File: src/rtl/pss_pkg.sv
package pss_pkg;
  typedef enum logic [1:0] {
    ST_IDLE = 2'd0,
    ST_RUN  = 2'd1,
    ST_DONE = 2'd2
  } pss_state_e;
endpackage

File: src/rtl/pss_sync_edge.sv
module pss_sync_edge #(
  parameter int SYNC_STAGES = 2
) (
  input  logic clk,
  input  logic rst,
  input  logic async_i,
  output logic lvl_o,
  output logic rise_o
);
  logic [SYNC_STAGES-1:0] chain_q;
  logic                   prev_q;

  generate
    if (SYNC_STAGES == 1) begin : g_one
      always_ff @(posedge clk) begin
        if (rst) chain_q <= '0;
        else     chain_q <= async_i;
      end
    end else begin : g_many
      always_ff @(posedge clk) begin
        if (rst) chain_q <= '0;
        else     chain_q <= {chain_q[SYNC_STAGES-2:0], async_i};
      end
    end
  endgenerate

  always_ff @(posedge clk) begin
    if (rst) prev_q <= 1'b0;
    else     prev_q <= chain_q[SYNC_STAGES-1];
  end

  assign lvl_o  = chain_q[SYNC_STAGES-1];
  assign rise_o = chain_q[SYNC_STAGES-1] & ~prev_q;
endmodule

File: src/rtl/pss_index_store.sv
module pss_index_store #(
  parameter int IDX_W  = 16,
  parameter int DEPTH  = 64,
  parameter int ADDR_W = 6,
  parameter int LEN_W  = 7
) (
  input  logic              clk,
  input  logic              rst,
  input  logic              wr_ok_i,
  input  logic              wr_en_i,
  input  logic              wr_len_i,
  input  logic [ADDR_W-1:0] wr_addr_i,
  input  logic [IDX_W-1:0]  wr_data_i,
  input  logic [ADDR_W-1:0] rd_addr_i,
  output logic [IDX_W-1:0]  entry_o,
  output logic [LEN_W-1:0]  len_o
);
  localparam logic [IDX_W-1:0] DEPTH_V = IDX_W'(DEPTH);

  logic [IDX_W-1:0] mem [DEPTH];
  logic [IDX_W-1:0] rd_q;
  logic [LEN_W-1:0] len_q;
  logic             take;

  assign take = wr_en_i && wr_ok_i;

  always_ff @(posedge clk) begin
    if (take && !wr_len_i) mem[wr_addr_i] <= wr_data_i;
    rd_q <= mem[rd_addr_i];
  end

  always_ff @(posedge clk) begin
    if (rst) begin
      len_q <= '0;
    end else if (take && wr_len_i) begin
      if (wr_data_i > DEPTH_V) len_q <= LEN_W'(DEPTH);
      else                     len_q <= wr_data_i[LEN_W-1:0];
    end
  end

  assign entry_o = rd_q;
  assign len_o   = len_q;

  AST_LEN_LOCKED: assert property (@(posedge clk) disable iff (rst)
    (wr_en_i && !wr_ok_i) |=> $stable(len_q));
  AST_LEN_LIMIT: assert property (@(posedge clk) disable iff (rst)
    len_q <= LEN_W'(DEPTH));
endmodule

File: src/rtl/pss_sequencer.sv
module pss_sequencer
  import pss_pkg::*;
#(
  parameter int IDX_W  = 16,
  parameter int ADDR_W = 6,
  parameter int LEN_W  = 7
) (
  input  logic              clk,
  input  logic              rst,
  input  logic              arm_i,
  input  logic              rise_i,
  input  logic              lvl_i,
  input  logic [LEN_W-1:0]  len_i,
  input  logic [IDX_W-1:0]  entry_i,
  output logic [ADDR_W-1:0] rd_addr_o,
  output logic              wr_ok_o,
  output logic              pulse_o,
  output logic              busy_o,
  output logic              done_o
);
  localparam int CNT_W = IDX_W + 1;
  localparam logic [CNT_W-1:0] CNT_TOP = {1'b1, {IDX_W{1'b0}}};

  pss_state_e       state_q, state_d;
  logic [LEN_W-1:0] ptr_q, ptr_d, ptr_inc;
  logic [CNT_W-1:0] cnt_q, cnt_d;
  logic             out_q, out_d;
  logic             hit;

  assign ptr_inc = ptr_q + LEN_W'(1);
  assign hit = (state_q == ST_RUN) && arm_i && rise_i && (cnt_q == {1'b0, entry_i});

  always_comb begin
    state_d = state_q;
    ptr_d   = ptr_q;
    cnt_d   = cnt_q;
    out_d   = out_q & lvl_i;
    case (state_q)
      ST_IDLE: begin
        out_d = 1'b0;
        if (arm_i) begin
          ptr_d   = '0;
          cnt_d   = '0;
          state_d = (len_i == '0) ? ST_DONE : ST_RUN;
        end
      end
      ST_RUN: begin
        if (!arm_i) begin
          state_d = ST_IDLE;
          out_d   = 1'b0;
        end else begin
          if (rise_i && cnt_q != CNT_TOP) cnt_d = cnt_q + CNT_W'(1);
          if (hit) begin
            out_d = 1'b1;
            ptr_d = ptr_inc;
            if (ptr_inc == len_i) state_d = ST_DONE;
          end
        end
      end
      ST_DONE: begin
        if (!arm_i) begin
          state_d = ST_IDLE;
          out_d   = 1'b0;
        end
      end
      default: begin
        state_d = ST_IDLE;
        out_d   = 1'b0;
      end
    endcase
  end

  always_ff @(posedge clk) begin
    if (rst) begin
      state_q <= ST_IDLE;
      ptr_q   <= '0;
      cnt_q   <= '0;
      out_q   <= 1'b0;
    end else begin
      state_q <= state_d;
      ptr_q   <= ptr_d;
      cnt_q   <= cnt_d;
      out_q   <= out_d;
    end
  end

  assign rd_addr_o = ptr_d[ADDR_W-1:0];
  assign wr_ok_o   = (state_q == ST_IDLE) && !arm_i;
  assign pulse_o   = out_q;
  assign busy_o    = (state_q == ST_RUN);
  assign done_o    = (state_q == ST_DONE);

  AST_OUT_FROM_EDGE: assert property (@(posedge clk) disable iff (rst)
    $rose(out_q) |-> $past(rise_i && arm_i));
  AST_IDLE_QUIET: assert property (@(posedge clk) disable iff (rst)
    (state_q == ST_IDLE) |-> !out_q);
  AST_DONE_SILENT: assert property (@(posedge clk) disable iff (rst)
    (state_q == ST_DONE) |=> !$rose(out_q));
  AST_PTR_BOUND: assert property (@(posedge clk) disable iff (rst)
    (state_q == ST_RUN) |-> (ptr_q < len_i));
  AST_REARM_CLEAR: assert property (@(posedge clk) disable iff (rst)
    (state_q != ST_IDLE && $past(state_q) == ST_IDLE) |-> (cnt_q == '0 && ptr_q == '0));
  AST_CNT_NO_WRAP: assert property (@(posedge clk) disable iff (rst)
    ($past(cnt_q) == CNT_TOP && state_q == ST_RUN && $past(state_q) == ST_RUN) |-> (cnt_q == CNT_TOP));
endmodule

File: src/rtl/pulse_subset_gate.sv
module pulse_subset_gate #(
  parameter int IDX_W       = 16,
  parameter int DEPTH       = 64,
  parameter int SYNC_STAGES = 2
) (
  input  logic                     clk,
  input  logic                     rst,
  input  logic                     pulse_in,
  input  logic                     wr_en,
  input  logic                     wr_len,
  input  logic [$clog2(DEPTH)-1:0] wr_addr,
  input  logic [IDX_W-1:0]         wr_data,
  input  logic                     arm,
  output logic                     pulse_out,
  output logic                     busy,
  output logic                     done
);
  localparam int ADDR_W = $clog2(DEPTH);
  localparam int LEN_W  = ADDR_W + 1;

  logic              lvl, rise, wr_ok;
  logic [ADDR_W-1:0] rd_addr;
  logic [IDX_W-1:0]  entry;
  logic [LEN_W-1:0]  len;

  pss_sync_edge #(.SYNC_STAGES(SYNC_STAGES)) u_edge (
    .clk(clk), .rst(rst), .async_i(pulse_in), .lvl_o(lvl), .rise_o(rise)
  );

  pss_index_store #(.IDX_W(IDX_W), .DEPTH(DEPTH), .ADDR_W(ADDR_W), .LEN_W(LEN_W)) u_store (
    .clk(clk), .rst(rst), .wr_ok_i(wr_ok), .wr_en_i(wr_en), .wr_len_i(wr_len),
    .wr_addr_i(wr_addr), .wr_data_i(wr_data), .rd_addr_i(rd_addr),
    .entry_o(entry), .len_o(len)
  );

  pss_sequencer #(.IDX_W(IDX_W), .ADDR_W(ADDR_W), .LEN_W(LEN_W)) u_seq (
    .clk(clk), .rst(rst), .arm_i(arm), .rise_i(rise), .lvl_i(lvl),
    .len_i(len), .entry_i(entry), .rd_addr_o(rd_addr), .wr_ok_o(wr_ok),
    .pulse_o(pulse_out), .busy_o(busy), .done_o(done)
  );
endmodule

File: config.mk
export PLATFORM = sky130hd
export DESIGN_NAME = pulse_subset_gate
export DESIGN_NICKNAME = d
export VERILOG_FILES = /design/src/rtl/pss_pkg.sv /design/src/rtl/pss_sync_edge.sv /design/src/rtl/pss_index_store.sv /design/src/rtl/pss_sequencer.sv /design/src/rtl/pulse_subset_gate.sv
export SDC_FILE = /design/constraint.sdc
export NUM_CORES = 1
export LEC_CHECK = 0
export CORE_MARGIN = 2
export CORE_UTILIZATION = 30
export CTS_CLUSTER_SIZE = 8
export DETAILED_ROUTE_END_ITERATION = 7
export PLACE_DENSITY = 0.44
export SYNTH_ARGS = -nofsm -noshare
export SYNTH_HDL_FRONTEND = slang
export SYNTH_SLANG_ARGS = --single-unit
File: constraint.sdc
create_clock -name clk -period 3.8 [get_ports clk]
set_input_delay 0.76 -clock clk [delete_from_list [all_inputs] [get_ports clk]]
set_output_delay 0.76 -clock clk [all_outputs]
set_load 0.02 [all_outputs]
==> results of run 1 <==
-- worst max path at each step --
stage                                     startpoint                          end  slack, ns  cells after the start
after floorplan                                  arm   u_store.entry_o[4]$_DFF_P_       0.46                     12
after detailed placement                         arm  u_store.entry_o[15]$_DFF_P_      -1.14                     15
after global placement                           arm   u_store.entry_o[4]$_DFF_P_      -1.13                     16
after global routing      u_store.entry_o[8]$_DFF_P_  u_store.entry_o[12]$_DFF_P_      0.002                     15
final                     u_store.entry_o[5]$_DFF_P_   u_store.entry_o[5]$_DFF_P_       0.11                     15
after CTS                 u_store.entry_o[5]$_DFF_P_   u_store.entry_o[7]$_DFF_P_      0.001                     16
-- registers in the layout, summed over array words and instances (netlist names) --
signal and cells:
u_seq.state_q 2, u_edge.prev_q 1, u_store.mem 1024, u_seq.pulse_o 1, u_edge.chain_q 2, u_seq.cnt_q 17
u_store.entry_o 16, u_seq.ptr_q 7, u_store.len_o 7
-- metal layers --
layer  GRT usage  vias to the layer above
met5           0                        -
met4      0.0535                        4
met3      0.0349                      178
met2       0.309                      967
met1       0.300                    14800
li1            -                    13400
-- kinds of logic after synthesis --
| group | count (synthesis) | share of synthesized area |
|---|---|---|
| simple gates | 1718 | 0.179 |
| flops | 1077 | 0.736 |
| compound gates | 273 | 0.0403 |
| buf+inv | 215 | 0.0249 |
| mux | 48 | 0.0114 |
| xor+xnor | 34 | 0.00689 |
| fa+ha+maj | 6 | 0.00174 |
-- critical path, cell delays in order (launching register included) --
cell	delay (ns)
dfxtp_2	0.35
buf_12	0.13
xor2_1	0.14
nor4_2	0.29
buf_4	0.18
and4_4	0.24
a32oi_1	0.16
and3_4	0.26
buf_6	0.14
nor4_2	0.36
buf_4	0.27
buf_4	0.27
nand3_1	0.22
nand3_2	0.25
nor4_4	0.07
a22o_1	0.23
-- synth_stat cells, types with 31 or more instances --
master	count	area, sq um
o21ai_0	36	180
nand4_1	52	325
mux2i_1	44	440
a21oi_1	116	581
nand2_1	898	3370
nor2_1	120	450
clkbuf_1	64	240
buf_2	99	495
dfxtp_1	53	1060
nor3_1	41	205
nor4_1	66	413
o211ai_1	31	233
nand3_1	473	2370
edfxtp_1	1024	30700
-- stage by stage --
step / total power, W / setup TNS [ns]
after global placement: 0.0137 / -14.66
final: 0.0259 / 0
after CTS: 0.0262 / 0
after floorplan: 0.0133 / 0
after global routing: 0.0267 / 0
after detailed placement: 0.0137 / -15.11
-- layout make-up --
class                   instances  area, sq um
clock buffers                 199         4090
fillers                     13700        88800
flip-flops and latches       1077        31800
multi-input cells            2079        10900
clock inverters                 9          129
inverters                      14         52.6
repair buffers                549         5120
diodes                          3         7.51
well taps                    1903         2380
-- timing repair --
action / 4_1_cts / 5_1_grt
setup endpoints to repair: 16 / 16
cloned: 1 / 3
gates resized for setup: 38 / 68
setup buffers: 5 / 15
pin swaps: 9 / 28
-- where the power goes --
group | total, W | leakage [nW] | internal, W | switching [W]
registers | 0.0130 | 9.64 | 0.0130 | 0.00000562
logic | 0.000480 | 7.06 | 0.0000924 | 0.000388
clock network | 0.0124 | 2.05 | 0.00747 | 0.00496
total | 0.0259 | 18.7 | 0.0206 | 0.00535
==> results_dict.tcl, run 1 <==
set metrics [dict create \
    status "complete, no violations" \
    r2r_slack_ns 0.11 \
    period_share 0.972 \
    synth_cell_types 67 \
    min_path_cells 1 \
    met2_length_um 68500 \
    synth.avg_cell_area_sq_um 12.8 \
    routed.top_layer "met5" \
    syn_area_sq_mm 0.0432 \
    p_leak_nw 18.7 \
    std_cell_rows 139 \
    nets 3908 \
    syn_nets 3405 \
    setup_viol 0 \
    worst_hold_startpoint "wr_data[14]" \
    clock_skew_ns 0.0165 \
    timing.hold.ws_ns 0.385 \
    initial_utilization 0.302 \
    hold_viol 0 \
    met1_length_um 70400 \
    die_y_um 384 \
    antenna_found_initial 7 \
    rsz0062_at_grt "false" \
    ys_seq_area_frac 0.736 \
    cts_root_buffer "clkbuf_16" \
    r2r_end "u_store.entry_o[5]$_DFF_P_" \
    port_buffers 30 \
    drt_iter0_markers 3264 \
    start_kind "flip-flop" \
    synth_edf_count 1024 \
    slew_viol_final 0 \
    drt-vias-per-instance 5.02 \
    min_path_type "primary input to flip-flop" \
    die_w_um 384 \
    grt_pass1_wl_um 214000 \
    fmax_ghz 0.271 \
    async_flop_share 0 \
    ir_drop_uv 422 \
    hold_buffers 0 \
    fin_crit_ns 3.69 \
    synth_ff_type "edfxtp_1" \
    met3_length_um 9770 \
    grt_use_total 0.204 \
    r2r_cells 15 \
    netlist_instances 3371 \
    dr.pass1.iters 6 \
    clock_sinks 1077 \
    wl_per_cell_um 26.0 \
    relSlewSlack 0.321 \
    synth_seq_cells 1077 \
    final_cell_mix "edfxtp_1, nand2_1, nand3_1, buf_4, clkbuf_16" \
    max-cap-violations 0 \
    ant_nets 0 \
    cts_tree "yes" \
    placed_area_sq_mm 0.0495 \
    routed_wl_um 152000 \
    drc 0 \
    clock_path_buffers 3 \
    end_kind "flip-flop" \
    cts_max_level 4 \
    max_slew.worst_pin.slew_ns 1.02 \
    finalInstanceArea_sq_mm 0.0545 \
    dieArea_sq_mm 0.147 \
    core_sq_mm 0.143 \
    pre_cts_ws_ns -1.14 \
    finalWorstSetupSlack_ns 0.106 \
    finish.utilization 0.381 \
    grt_max_degree 74 \
    gp_congestion 0.834 \
    grt_pass1_vias 28000 \
    dp_hpwl_um 97500 \
    clock_latency_ns 0.77 \
    cp.arrival_ns 4.34 \
    path_max_fanout 15 \
    yosys_warnings 0 \
    io_pins 31 \
    drive_above_1_share 0.209 \
    rr_startpoint "u_store.entry_o[5]$_DFF_P_" \
    stdcell_count 5833 \
    numCtsBuffers 153 \
    p_per_area_mw_per_mm2 476 \
    required_ns 4.44 \
    vias 29300 \
    clk_pin_slew_ns 0.06 \
    grt-ovfl-total 0 \
    synthToLayoutAreaGrowth_pct 26.2 \
    min_to "u_store.mem[23][14]$_DFFE_PP_" \
    placed_cells 5599 \
    final_common_cell "edfxtp_1" \
    worstSetupPathType "flip-flop to flip-flop" \
]
(Power assumes the default switching activity.)
==> run 2, diff against run 1 <==
- CTS_CLUSTER_DIAMETER: not set -> 200
- MAX_ROUTING_LAYER: not set -> met4
==> results_dict.tcl, run 2 (synthesized netlist as in run 1, its figures left out) <==
set metrics [dict create \
    slew_viol_final 0 \
    grt_max_degree 74 \
    nFillCells 13700 \
    clk_pin_slew_ns 0.06 \
    timing.hold.ws_ns 0.368 \
    hold_buffers 0 \
    die_w_um 384 \
    path_max_fanout 15 \
    min_path_cells 1 \
    antenna_found_initial 6 \
    p_sw_frac 0.211 \
    min_path_type "primary input to flip-flop" \
    initial_utilization 0.302 \
    r2r_cells 13 \
    drc 0 \
    power_frac_seq 0.502 \
    dieArea_sq_mm 0.147 \
    final_common_cell "edfxtp_1" \
    wl_per_cell_um 26.2 \
    grt_use_total 0.210 \
    p_int_w 0.0205 \
    end_kind "flip-flop" \
    worstSetupPathType "flip-flop to flip-flop" \
    setup_viol 0 \
    vias 29400 \
    comb_power_share 0.019 \
    routed_wl_um 153000 \
    switchingPower_w 0.00546 \
    ir_drop_uv 418 \
    max-cap-violations 0 \
    drive_above_1_share 0.209 \
    cts_max_level 4 \
    grt-ovfl-total 0 \
    grt_pass1_wl_um 214000 \
    fin_crit_ns 3.79 \
    fmax_ghz 0.264 \
    clock_latency_ns 0.78 \
    synthToLayoutAreaGrowth_pct 26.5 \
    path_cells "nor2b_1 -> a2111oi_4 -> and4_4 -> a32oi_1 -> and3_4 -> buf_6 -> nor4_2 -> buf_4 -> buf_4 -> nand3_1 -> nand3_2 -> nor4_2 -> a22o_1" \
    cts_root_buffer "clkbuf_16" \
    tns_ns 0 \
    seq_area_sq_mm 0.0318 \
    core_sq_mm 0.143 \
    top_register "u_store.mem" \
    period_share 0.996 \
    cts_tree "yes" \
    io_pins 31 \
    dr.pass1.iters 5 \
    p_leak_nw 18.8 \
    hold_viol 0 \
    grt_pass1_vias 27800 \
    p_per_area_mw_per_mm2 475 \
    drt-vias-per-instance 5.04 \
    dp_hpwl_um 97500 \
    final_cell_mix "edfxtp_1, nand2_1, nand3_1, buf_4, clkbuf_16" \
    clock_path_buffers 3 \
    slowest_stage "dfxtp_1" \
    port_buffers 30 \
    gp_congestion 0.846 \
    die_y_um 384 \
    clock_sinks 1077 \
    drt_iter0_markers 3180 \
    ant_nets 0 \
    numCtsBuffers 152 \
    status "complete, no violations" \
    start_kind "flip-flop" \
    p_clk_frac 0.479 \
    max_slew.worst_pin.slew_ns 1.02 \
    multi_input_comb_area_sq_mm 0.0109 \
    required_ns 4.46 \
    nets 3918 \
    std_cell_rows 139 \
    relSlewSlack 0.322 \
    clock_skew_ns 0.0329 \
    slowest_delay_ns 0.52 \
    largest_register_ffs 1024 \
    cp.arrival_ns 4.44 \
]
## run 2: power by group through the flow
stage	combinational [W]	sequential [W]	clock, W
6_report	0.000481	0.0130	0.0124
5_1_grt	0.000510	0.0130	0.0132
3_3_place_gp	0.000484	0.0133	0
4_1_cts	0.000489	0.0130	0.0127
3_5_place_dp	0.000488	0.0133	0
2_1_floorplan	0.0000848	0.0133	0
## run 2: final timing paths
path,start,endpoint,slack [ns]
worst max register to register,u_store.entry_o[14]$_DFF_P_,u_store.entry_o[11]$_DFF_P_,0.01
worst min register to register,u_edge.chain_q[0]$_SDFF_PP0_,u_edge.chain_q[1]$_SDFF_PP0_,0.44
worst max-delay path,u_store.entry_o[14]$_DFF_P_,u_store.entry_o[11]$_DFF_P_,0.01
worst min-delay path,wr_data[14],u_store.mem[23][14]$_DFFE_PP_,0.37
## run 2: final cells by class
type / count / share of cell area
multi-input cells: 2079 / 0.199
clock inverters: 13 / 0.00371
flip-flops and latches: 1077 / 0.582
repair buffers: 560 / 0.0968
well taps: 1903 / 0.0436
diodes: 2 / 0.0000916
inverters: 14 / 0.000962
clock buffers: 197 / 0.0739
## run 2: worst max-delay path: cells and delay by family, from the launching register on
| family | cells | cell delay (ns) |
|---|---|---|
| and+or+nand+nor | 7 | 1.63 |
| AOI/OAI and AO/OA | 3 | 0.81 |
| buffers and inverters | 3 | 0.68 |
| DFF | 1 | 0.52 |
## run 2: through the flow
stage	power (W)	utilization	setup slack (ns)	std cells	cell area, sq um
final	0.0259	0.381	0.0146	5845	54600
after global routing	0.0267	0.381	-0.0179	5844	54600
after CTS	0.0262	0.377	0.000121	5816	54100
after detailed placement	0.0137	0.345	-1.14	5599	49500
after global placement	0.0137	0.345	-1.13	5599	49500
after floorplan	0.0133	-	0.462	3371	43200
## run 2: per-layer routing
metal  vias up  global-route usage  share of wire  wire [um]
li1      13400                   -              -          -
met4         0              0.0508          0.019       2890
met5         -                   -              0          0
met1     14900               0.302           0.46      71100
met3       168              0.0347          0.066      10100
met2       987               0.309           0.45      69300
## run 2: repair_timing
action / CTS / global route
gates cloned: 1 / 8
setup buffers: 7 / 22
pin swaps: 9 / 26
endpoints found under the setup margin: 16 / 16
resized for setup: 38 / 58
